## src/rtl/frc_pkg.sv

```systemverilog
package frc_pkg;
  localparam int DATA_W   = 32;
  localparam int ADDR_W   = 4;
  localparam int NUM_REGS = 10;
  localparam int NUM_PER  = 4;
  localparam int PH_W     = 3;
  localparam int CODE_W   = 4;

  localparam logic [ADDR_W-1:0] A_RED = 4'd0, A_GRN = 4'd1, A_BLU = 4'd2,
    A_P23 = 4'd3, A_P4X = 4'd4, A_P45 = 4'd5, A_P35 = 4'd6,
    A_P67 = 4'd7, A_P57 = 4'd8, A_P47 = 4'd9;

  // phase counter slots
  localparam int PI3 = 0, PI4 = 1, PI5 = 2, PI7 = 3;

  typedef enum logic [CODE_W-1:0] {
    D_ONE = 4'd0, D_6_7, D_4_5, D_3_4, D_5_7, D_2_3, D_3_5, D_4_7,
    D_2_4, D_3_7, D_2_5, D_1_3, D_2_7, D_1_5, D_1_7, D_ZERO
  } duty_e;

  function automatic int period_of(int idx);
    case (idx)
      PI3: return 3;
      PI4: return 4;
      PI5: return 5;
      default: return 7;
    endcase
  endfunction

  function automatic logic [DATA_W-1:0] reset_val(int a);
    case (a)
      0, 1: return 32'h0246_8ACF;
      2: return 32'h0000_04BF;
      3: return 32'h0000_0003;
      4: return 32'h0007_0005;
      5: return 32'h0000_000F;
      6: return 32'h0000_0015;
      7: return 32'h0000_003F;
      8: return 32'h0000_005B;
      default: return 32'h0000_0055;
    endcase
  endfunction
endpackage

```

## src/rtl/frc_reg_bank.sv

```systemverilog
module frc_reg_bank
  import frc_pkg::*;
(
  input  logic                               clk_i,
  input  logic                               rst_ni,
  input  logic                               frame_start_i,
  input  logic                               wr_en_i,
  input  logic [ADDR_W-1:0]                  wr_addr_i,
  input  logic [DATA_W-1:0]                  wr_data_i,
  output logic [NUM_REGS-1:0][DATA_W-1:0]    active_o
);
  logic [NUM_REGS-1:0][DATA_W-1:0] shadow_q, active_q;

  for (genvar r = 0; r < NUM_REGS; r++) begin : g_reg
    always_ff @(posedge clk_i or negedge rst_ni) begin
      if (!rst_ni) begin
        shadow_q[r] <= reset_val(r);
        active_q[r] <= reset_val(r);
      end else begin
        if (frame_start_i) active_q[r] <= shadow_q[r];
        if (wr_en_i && wr_addr_i == ADDR_W'(r)) shadow_q[r] <= wr_data_i;
      end
    end
  end

  assign active_o = active_q;
endmodule

```

## src/rtl/frc_phase_gen.sv

```systemverilog
module frc_phase_gen
  import frc_pkg::*;
(
  input  logic                          clk_i,
  input  logic                          rst_ni,
  input  logic                          frame_start_i,
  output logic [NUM_PER-1:0][PH_W-1:0]  phase_o
);
  for (genvar i = 0; i < NUM_PER; i++) begin : g_ph
    localparam logic [PH_W-1:0] LAST = PH_W'(period_of(i) - 1);
    logic [PH_W-1:0] ph_q;
    always_ff @(posedge clk_i or negedge rst_ni) begin
      if (!rst_ni)            ph_q <= '0;
      else if (frame_start_i) ph_q <= (ph_q == LAST) ? '0 : ph_q + 1'b1;
    end
    assign phase_o[i] = ph_q;
  end
endmodule

```

## src/rtl/frc_duty_sel.sv

```systemverilog
module frc_duty_sel
  import frc_pkg::*;
(
  input  logic [CODE_W-1:0]                code_i,
  input  logic [NUM_PER-1:0][PH_W-1:0]     phase_i,
  input  logic [NUM_REGS-1:0][DATA_W-1:0]  regs_i,
  output logic                             bit_o
);
  logic [PH_W-1:0] p3, p4, p5, p7;
  logic [DATA_W-1:0] r23, r4x, r45, r35, r67, r57, r47;

  assign p3 = phase_i[PI3];
  assign p4 = phase_i[PI4];
  assign p5 = phase_i[PI5];
  assign p7 = phase_i[PI7];
  assign r23 = regs_i[A_P23];
  assign r4x = regs_i[A_P4X];
  assign r45 = regs_i[A_P45];
  assign r35 = regs_i[A_P35];
  assign r67 = regs_i[A_P67];
  assign r57 = regs_i[A_P57];
  assign r47 = regs_i[A_P47];

  always_comb begin
    unique case (duty_e'(code_i))
      D_ONE:  bit_o = 1'b1;
      D_6_7:  bit_o = r67[p7];
      D_4_5:  bit_o = r45[p5];
      D_3_4:  bit_o = r4x[5'd16 + {2'b0, p4}];
      D_5_7:  bit_o = r57[p7];
      D_2_3:  bit_o = r23[p3];
      D_3_5:  bit_o = r35[p5];
      D_4_7:  bit_o = r47[p7];
      D_2_4:  bit_o = r4x[p4];
      // smaller fraction of a pair: inverse of the shared pattern
      D_3_7:  bit_o = ~r47[p7];
      D_2_5:  bit_o = ~r35[p5];
      D_1_3:  bit_o = ~r23[p3];
      D_2_7:  bit_o = ~r57[p7];
      D_1_5:  bit_o = ~r45[p5];
      D_1_7:  bit_o = ~r67[p7];
      default: bit_o = 1'b0;
    endcase
  end
endmodule

```

## src/rtl/frc_dither.sv

```systemverilog
module frc_dither
  import frc_pkg::*;
(
  input  logic              clk_i,
  input  logic              rst_ni,
  input  logic              frame_start_i,
  input  logic              wr_en_i,
  input  logic [3:0]        wr_addr_i,
  input  logic [31:0]       wr_data_i,
  input  logic              grey_i,
  input  logic [7:0]        pix_i,
  output logic [2:0]        sub_o
);
  logic [NUM_REGS-1:0][DATA_W-1:0] regs_w;
  logic [NUM_PER-1:0][PH_W-1:0]    phase_w;
  logic [2:0][CODE_W-1:0]          code_w;
  logic [2:0]                      raw_w;

  frc_reg_bank i_regs (
    .clk_i, .rst_ni, .frame_start_i, .wr_en_i,
    .wr_addr_i, .wr_data_i, .active_o(regs_w)
  );

  frc_phase_gen i_phase (
    .clk_i, .rst_ni, .frame_start_i, .phase_o(phase_w)
  );

  assign code_w[2] = regs_w[A_RED][{pix_i[7:5], 2'b00} +: CODE_W];
  assign code_w[1] = regs_w[A_GRN][{pix_i[4:2], 2'b00} +: CODE_W];
  assign code_w[0] = regs_w[A_BLU][{1'b0, pix_i[1:0], 2'b00} +: CODE_W];

  for (genvar c = 0; c < 3; c++) begin : g_ch
    frc_duty_sel i_sel (
      .code_i(code_w[c]), .phase_i(phase_w), .regs_i(regs_w), .bit_o(raw_w[c])
    );
  end

  assign sub_o = grey_i ? {2'b00, raw_w[0]} : raw_w;
endmodule

```

## config.mk

```make
export PLATFORM = sky130hd
export DESIGN_NAME = frc_dither
export DESIGN_NICKNAME = d
export VERILOG_FILES = /design/src/rtl/frc_pkg.sv /design/src/rtl/frc_reg_bank.sv /design/src/rtl/frc_phase_gen.sv /design/src/rtl/frc_duty_sel.sv /design/src/rtl/frc_dither.sv
export SDC_FILE = /design/constraint.sdc
export NUM_CORES = 1
export LEC_CHECK = 0
export ABC_CLOCK_PERIOD_IN_PS = 2800
export BUFFER_PORTS_ARGS = -buffer_cell sky130_fd_sc_hd__buf_2
export CELL_PAD_IN_SITES_DETAIL_PLACEMENT = 1
export CELL_PAD_IN_SITES_GLOBAL_PLACEMENT = 1
export CORE_ASPECT_RATIO = 0.7
export CORE_MARGIN = 5
export CORE_UTILIZATION = 47
export CTS_CLUSTER_SIZE = 14
export DETAILED_ROUTE_END_ITERATION = 12
export GPL_ROUTABILITY_DRIVEN = 0
export HOLD_SLACK_MARGIN = 0.1
export PLACE_DENSITY_LB_ADDON = 0.15
export REMOVE_ABC_BUFFERS = 1
export SYNTH_ARGS = -nofsm -noshare
export SYNTH_HDL_FRONTEND = slang
export SYNTH_SLANG_ARGS = --single-unit
```

## constraint.sdc

```tcl
create_clock -name clk_i -period 2.8 [get_ports clk_i]
set_clock_uncertainty 0.15 [all_clocks]
set_input_delay 0.56 -clock clk_i [delete_from_list [all_inputs] [get_ports clk_i]]
set_output_delay 0.56 -clock clk_i [all_outputs]
set_load 0.005 [all_outputs]
```

==> impl_metrics.yaml, run 1 <==
synthesis:
  yosysWarnings: 0
  synth_top_family_by_area: "multiplexers"
  synth_flop_cell: "dfrtp_1"
  yosysSeqAreaShare_pct: 59.0
  syn_area_per_cell_um2: 15.7
  synthArstFlopShare_pct: 100
  synthMuxAreaShare_pct: 33.1
  synthAdderAreaFrac_pct: 0.289
  synth-compound-area-share_pct: 2.21
  synth_xor_area_share_pct: 0.0674
  synth_simple_gate_area_share_pct: 3.14
  ys_seq_elements: 300
  synth_cells: 827
  synth_area_um2: 13000
  yosysUniqueCellTypes: 47
  synth_edf_count: 0
sta:
  maxSlewHeadroom_pct: 52.4
  tightest_slew_ps: 711
  setup_viol: 3
  fmaxAchievable_mhz: 276
  slew_violations: 0
  hold_ws_ps: 128
  rsz0062_at_grt: "true"
  finalHoldViolations: 0
  post-route-period-util_pct: 129
  tns_ps: -2360
  setup_slack_ps: -822
  finalCriticalPeriod_ps: 3620
pwr:
  power.total_uw: 14300
  leakage_uw: 0.00642
  powerDensity_nw_per_um2: 942
  vdd_ir_drop_max_mv: 0.474
routing:
  vias: 7347
  routed_wl_um: 31200
  wl_per_cell_um: 23.8
  final_antenna_net_count: 0
  drt-pass1-iter-count: 4
  drt_iter0_drc: 349
  routed_via_density: 5.61
  route.detailed.drc: 0
clock_network:
  clk_latency_ps: 550
  cts_tree: "done"
  htreeDepth: 1
  cts_root_buf: "clkbuf_16"
  numCtsBuffers: 29
  clk_path_buf_depth: 3
  cts.sinks: 300
  clk_pin_slew_worst_paths_ps: 60
critical_path:
  crit_family: "multiplexers"
  slowest_delay_ps: 540
  crit_fanout: 3
  startpoint_type: "flip-flop"
  end_kind: "output pin"
  worstSetupStartpoint: "i_regs.active_o[56]"
  crit_arrival_ps: 2910
  path_buf_inv: 2
  crit_chain: "mux4_2, mux2i_4, and3b_1, or4_1, o211ai_1, a311oi_2, buf_4, buf_6"
  cp_slowest_cell: "mux4_2"
  worstPathRequired_ps: 2090
  crit_type: "flip-flop to output pin"
  rr_startpoint: "i_phase.g_ph[2].ph_q[1]"
grt:
  globalRouteOverflowTotal: 0
  grt_pass1_vias: 8368
  grt_antenna_before_repair: 2
  grt_max_degree: 81
  grt_pass1_wl_um: 49700
  grt_util_all_layers_pct: 20.4
layout:
  layout-drive-gt1-share_pct: 67.7
  syn_to_final_growth_pct: 16.6
  n_antenna_cell: 0
  fin_cells: 1310
  n_fill_cell: 2486
  fin_nets: 976
die:
  coreArea_um2: 27000
  design.die.area_um2: 31100
  io_pins: 52
  start_util_pct: 48.2
  die_y_um: 149
  fp.dieW_um: 209
  rows: 50
job:
  max_cap_viol_count: 0
place:
  portBuffers: 51
  dp.cells: 1245
  post-dp-hpwl_um: 21000
hold_path:
  hp-class: "input pin to flip-flop"
  worstHoldStart: "wr_data_i[26]"
run_status:
  status: "finished, violations left"
  violations: "negative setup slack"
==> kinds of logic after synthesis <==
family / count (synthesis)
adder cells (fa/ha/maj): 3
AO/OA/AOI/OAI: 40
multiplexers: 347
flip-flops: 300
buffers and inverters: 63
AND/OR/NAND/NOR: 73
XOR/XNOR: 1
==> sequential cells by signal (all words and copies together) (netlist names) <==
register / count
i_regs.active_o: 144
i_regs.shadow_q: 144
i_phase.g_ph.ph_q: 12
==> synth_stat cells (2+ instances only) <==
library cell	number	area [µm²]
a2111oi_0	2	17.5
a21oi_1	3	15.0
a221o_1	2	20.0
a2bb2oi_2	2	30.0
a311oi_1	2	17.5
a31oi_1	5	31.3
and3b_1	3	26.3
buf_1	11	41.3
buf_2	2	10.0
buf_4	6	45.0
buf_6	3	33.8
clkbuf_1	32	120
clkbuf_2	2	10.0
dfrtp_1	174	4350
dfstp_2	126	3310
ha_1	3	37.5
inv_1	7	26.3
mux2_2	295	3320
mux2i_1	15	150
mux4_2	36	811
nand2_1	18	67.6
nand2b_1	5	31.3
nand3_1	8	40.0
nand3b_1	4	30.0
nor2_1	13	48.8
nor3b_1	6	45.0
nor4_1	2	12.5
nor4b_1	2	17.5
o211ai_1	5	37.5
o21ai_0	11	55.1
o31ai_1	2	15.0
or2_2	3	18.8
or3b_1	2	17.5
or4_1	2	15.0
==> area by class of cell <==
| class | instances | area, µm² | area share, % |
|---|---|---|---|
| clock buffer | 46 | 901 | 5.94 |
| tap | 364 | 455 | 3.00 |
| clock inverter | 7 | 60.1 | 0.396 |
| multi-input combinational | 464 | 5120 | 33.8 |
| sequential | 300 | 7670 | 50.6 |
| inverter | 7 | 26.3 | 0.173 |
| timing repair buffer | 122 | 922 | 6.08 |
==> what timing repair did <==
action / CTS / global route
setup buffers: 6 / 1
pin swaps: 8 / 1
endpoints found under the setup margin: 3 / 3
gates resized for setup: 16 / 6
endpoints found under the hold margin: 48 / 0
hold buffers: 5 / 0
==> layer usage <==
| metal | GRT usage (%) | vias up | wire length (µm) |
|---|---|---|---|
| li1 | - | 3224 | - |
| met1 | 29.7 | 3985 | 14800 |
| met2 | 33.1 | 89 | 14700 |
| met3 | 3.09 | 49 | 1020 |
| met4 | 4.47 | 0 | 624 |
| met5 | 0 | - | 0 |
==> power breakdown <==
group / internal [µW] / total, µW / switching (µW)
Sequential: 5810 / 6590 / 777
Clock: 2290 / 3920 / 1630
Combinational: 2140 / 3770 / 1640
Total: 10200 / 14300 / 4040
==> worst reg2reg max path: stages, from the launching register on <==
cell and delay [ps]:
dfrtp_1 380, buf_4 160, inv_1 70, ha_1 200, o21ai_0 180, nand2_1 70, o21ai_0 90
==> path summary, 6_finish.rpt <==
| check | to | slack [ps] | depth (start not counted) |
|---|---|---|---|
| worst max register to register | i_phase.g_ph[2].ph_q[2] | 1410 | 6 |
| max in group asynchronous | i_regs.active_o[161] | 1340 | 3 |
| worst max-delay path | sub_o[1] | -820 | 8 |
| worst min register to register | i_regs.shadow_q[27] | 350 | 1 |
| worst min-delay path | i_regs.shadow_q[58] | 130 | 2 |
| min in group asynchronous | i_regs.active_o[56] | 340 | 2 |
==> stage by stage <==
stage / worst slack, ps / util, % / instance area, µm²
3_5_place_dp: -728 / 51.9 / 14000
5_1_grt: -928 / 56.2 / 15200
6_report: -822 / 56.2 / 15200
3_3_place_gp: -652 / 51.9 / 14000
2_1_floorplan: -302 / - / 12700
4_1_cts: -886 / 56.1 / 15100
==> cells in the final DEF, fill, tap and decap left out, types with 4 or more instances in the layout <==
cell type      count
a31oi_1            5
buf_12             7
buf_2             48
buf_4             57
clkbuf_1           7
clkbuf_16         30
clkbuf_8           9
clkinv_2           6
dfrtp_1          172
dfstp_2          126
dlygate4sd3_1      5
inv_1              7
mux2_2           294
mux2i_1           11
mux4_2            36
nand2_1           18
nand2b_1           5
nand3_1            8
nand3b_1           4
nor2_1            13
nor3b_1            4
o211ai_1           5
o21ai_0           11
Power figures use the tool's default switching activity.
==> run 2: changes to the inputs <==
- CORE_UTILIZATION: 47 -> 50
- SYNTH_HIERARCHICAL: unset -> 1
==> run 2 against run 1 <==
Effect of this change:
- the run still ends with negative setup slack left
- global-route usage grew 2.3 points
- worst setup slack lost 66 ps
- combinational power grew 38%
- clock power grew 7.7%
- critical path depth grew 3
- hold slack lost 9.1 ps
- clock-buffer cell count shrank 8
- non-clock buffer count grew 30
- total power grew 14%
==> impl_metrics.yaml, run 2 <==
run_status:
  status: "finished, violations left"
  violations: "negative setup slack"
layout:
  mostFrequentLayoutCells: "285 x mux2_2, 170 x dfrtp_1, 126 x dfstp_2, 75 x buf_4, 48 x buf_2"
  n_antenna_cell: 0
  fin_nets: 1061
  n_fill_cell: 2561
  layout-drive-gt1-share_pct: 65.4
  fin_util_pct: 59.4
  multiInputGateArea_um2: 6110
  final_common_cell: "mux2_2"
  regArea_um2: 7670
  syn_to_final_growth_pct: 16.4
routing:
  routed_wl_um: 35700
  drt_iter0_drc: 460
  drt-pass1-iter-count: 4
  vias: 8274
  final_antenna_net_count: 0
  route.detailed.drc: 0
  wl_per_cell_um: 25.5
  routed_via_density: 5.89
pwr:
  leakage_uw: 0.00703
  powerDensity_nw_per_um2: 978
  vdd_ir_drop_max_mv: 0.506
hold_path:
  hp-class: "input pin to flip-flop"
  worstHoldStart: "wr_data_i[16]"
grt:
  grt_pass1_vias: 9282
  grt_util_all_layers_pct: 22.7
  globalRouteOverflowTotal: 0
  grt_pass1_wl_um: 56000
  grt_max_degree: 73
  grt_antenna_before_repair: 2
critical_path:
  end_kind: "output pin"
  crit_arrival_ps: 2980
  crit_type: "flip-flop to output pin"
  worstPathRequired_ps: 2090
  path_buf_inv: 6
  crit_family: "buffers and inverters"
  startpoint_type: "flip-flop"
  crit_fanout: 4
  rr_startpoint: "i_phase/g_ph[2].ph_q[0]"
  cp_slowest_cell: "dfrtp_2"
  worstSetupStartpoint: "i_phase/g_ph[3].ph_q[0]"
  crit_top_cell: "buf_4"
  slowest_delay_ps: 440
  crit_chain: "buf_12, buf_4, clkbuf_16, buf_4, mux4_2, mux2i_1, buf_4, nor2_1, a311oi_1, nand4b_1, buf_2"
sta:
  rsz0062_at_grt: "true"
  post-route-period-util_pct: 132
  maxSlewHeadroom_pct: 38.5
  setup_viol: 3
  fmaxAchievable_mhz: 271
  finalHoldViolations: 0
  slew_violations: 0
  tightest_slew_ps: 923
  setup_slack_ps: -888
  finalCriticalPeriod_ps: 3690
clock_network:
  clk_pin_slew_worst_paths_ps: 60
  cts.sinks: 300
  htreeDepth: 1
  clk_latency_ps: 560
  cts_root_buf: "clkbuf_16"
  clk_path_buf_depth: 3
  numCtsBuffers: 30
  cts_tree: "done"
synthesis:
  synth_area_um2: 14300
  yosysWarnings: 6
  syn_area_per_cell_um2: 15.5
  synth_cells: 919
place:
  portBuffers: 51
  dp_slack_ps: -818
  post-dp-hpwl_um: 24100
die:
  start_util_pct: 51.0
  io_pins: 52
  coreArea_um2: 27900
  design.die.area_um2: 32000
  fp.dieW_um: 212
  rows: 51
  die_y_um: 151
job:
  max_cap_viol_count: 0
run 2: cell count changes in the layout (fill, tap and decap cells not counted), moves of 5 or more:
| cell | previous run | this run |
|---|---|---|
| buf_12 | 7 | 13 |
| buf_4 | 57 | 75 |
| clkbuf_8 | 9 | 4 |
| clkinv_2 | 6 | 11 |
| mux2_1 | 0 | 25 |
| mux2_2 | 294 | 285 |
| mux4_1 | 0 | 22 |
| mux4_2 | 36 | 46 |
| nor2_1 | 13 | 6 |
| nor2b_1 | 1 | 8 |
| nor3_1 | 0 | 6 |
run 2: final timing paths:
| check | slack (ps) | to | depth (start not counted) |
|---|---|---|---|
| setup / recovery | -890 | sub_o[0] | 11 |
| hold / removal | 120 | i_regs/shadow_q[144] | 2 |
| setup reg to reg | 1190 | i_phase/g_ph[2].ph_q[0] | 7 |
| hold reg to reg | 340 | i_regs/shadow_q[129] | 1 |
| max in group asynchronous | 1260 | i_regs/shadow_q[38] | 3 |
| min in group asynchronous | 370 | i_regs/active_o[45] | 2 |
run 2: cell type report:
cell class                 instances  share of cell area [%]
sequential                       300                    46.2
multi-input combinational        516                    36.8
timing repair buffer             152                    7.71
clock buffer                      38                    5.07
tap                              371                    2.80
clock inverter                    18                    1.21
inverter                           9                   0.203
run 2: metal layers:
| metal | vias up | GRT usage (%) | share of wire (%) |
|---|---|---|---|
| met5 | - | 0 | 0 |
| met1 | 4494 | 33.2 | 47 |
| met4 | 0 | 4.51 | 2.0 |
| li1 | 3582 | - | - |
| met3 | 50 | 3.77 | 4.3 |
| met2 | 148 | 36.5 | 47 |
run 2: power breakdown:
part,internal (µW),total (µW),leakage [µW],switching [µW]
clock,2500,4220,0.000526,1720
sequential,5820,6810,0.00345,986
combinational,3120,5220,0.00305,2100
run 2: timing repair:
action | 4_1_cts | 5_1_grt
gates resized for setup | 22 | 12
pin swaps | 2 | 4
endpoints found under the setup margin | 3 | 3
cloned | 2 | 1
hold endpoints to repair | 46 | 0
hold buffers | 8 | 0
setup buffers | 5 | 6
run 2: metrics by stage:
stage | hold WS, ps | power (µW) | cells | cell area (µm²) | setup TNS [ps]
final | 119 | 16200 | 1404 | 16600 | -2550
after global routing | 109 | 17000 | 1404 | 16600 | -2920
after CTS | 101 | 16200 | 1397 | 16500 | -2590
after detailed placement | 331 | 11600 | 1326 | 15200 | -1920
after global placement | 320 | 11200 | 1326 | 15200 | -1640
after floorplan | 114 | 9320 | 825 | 13800 | -599
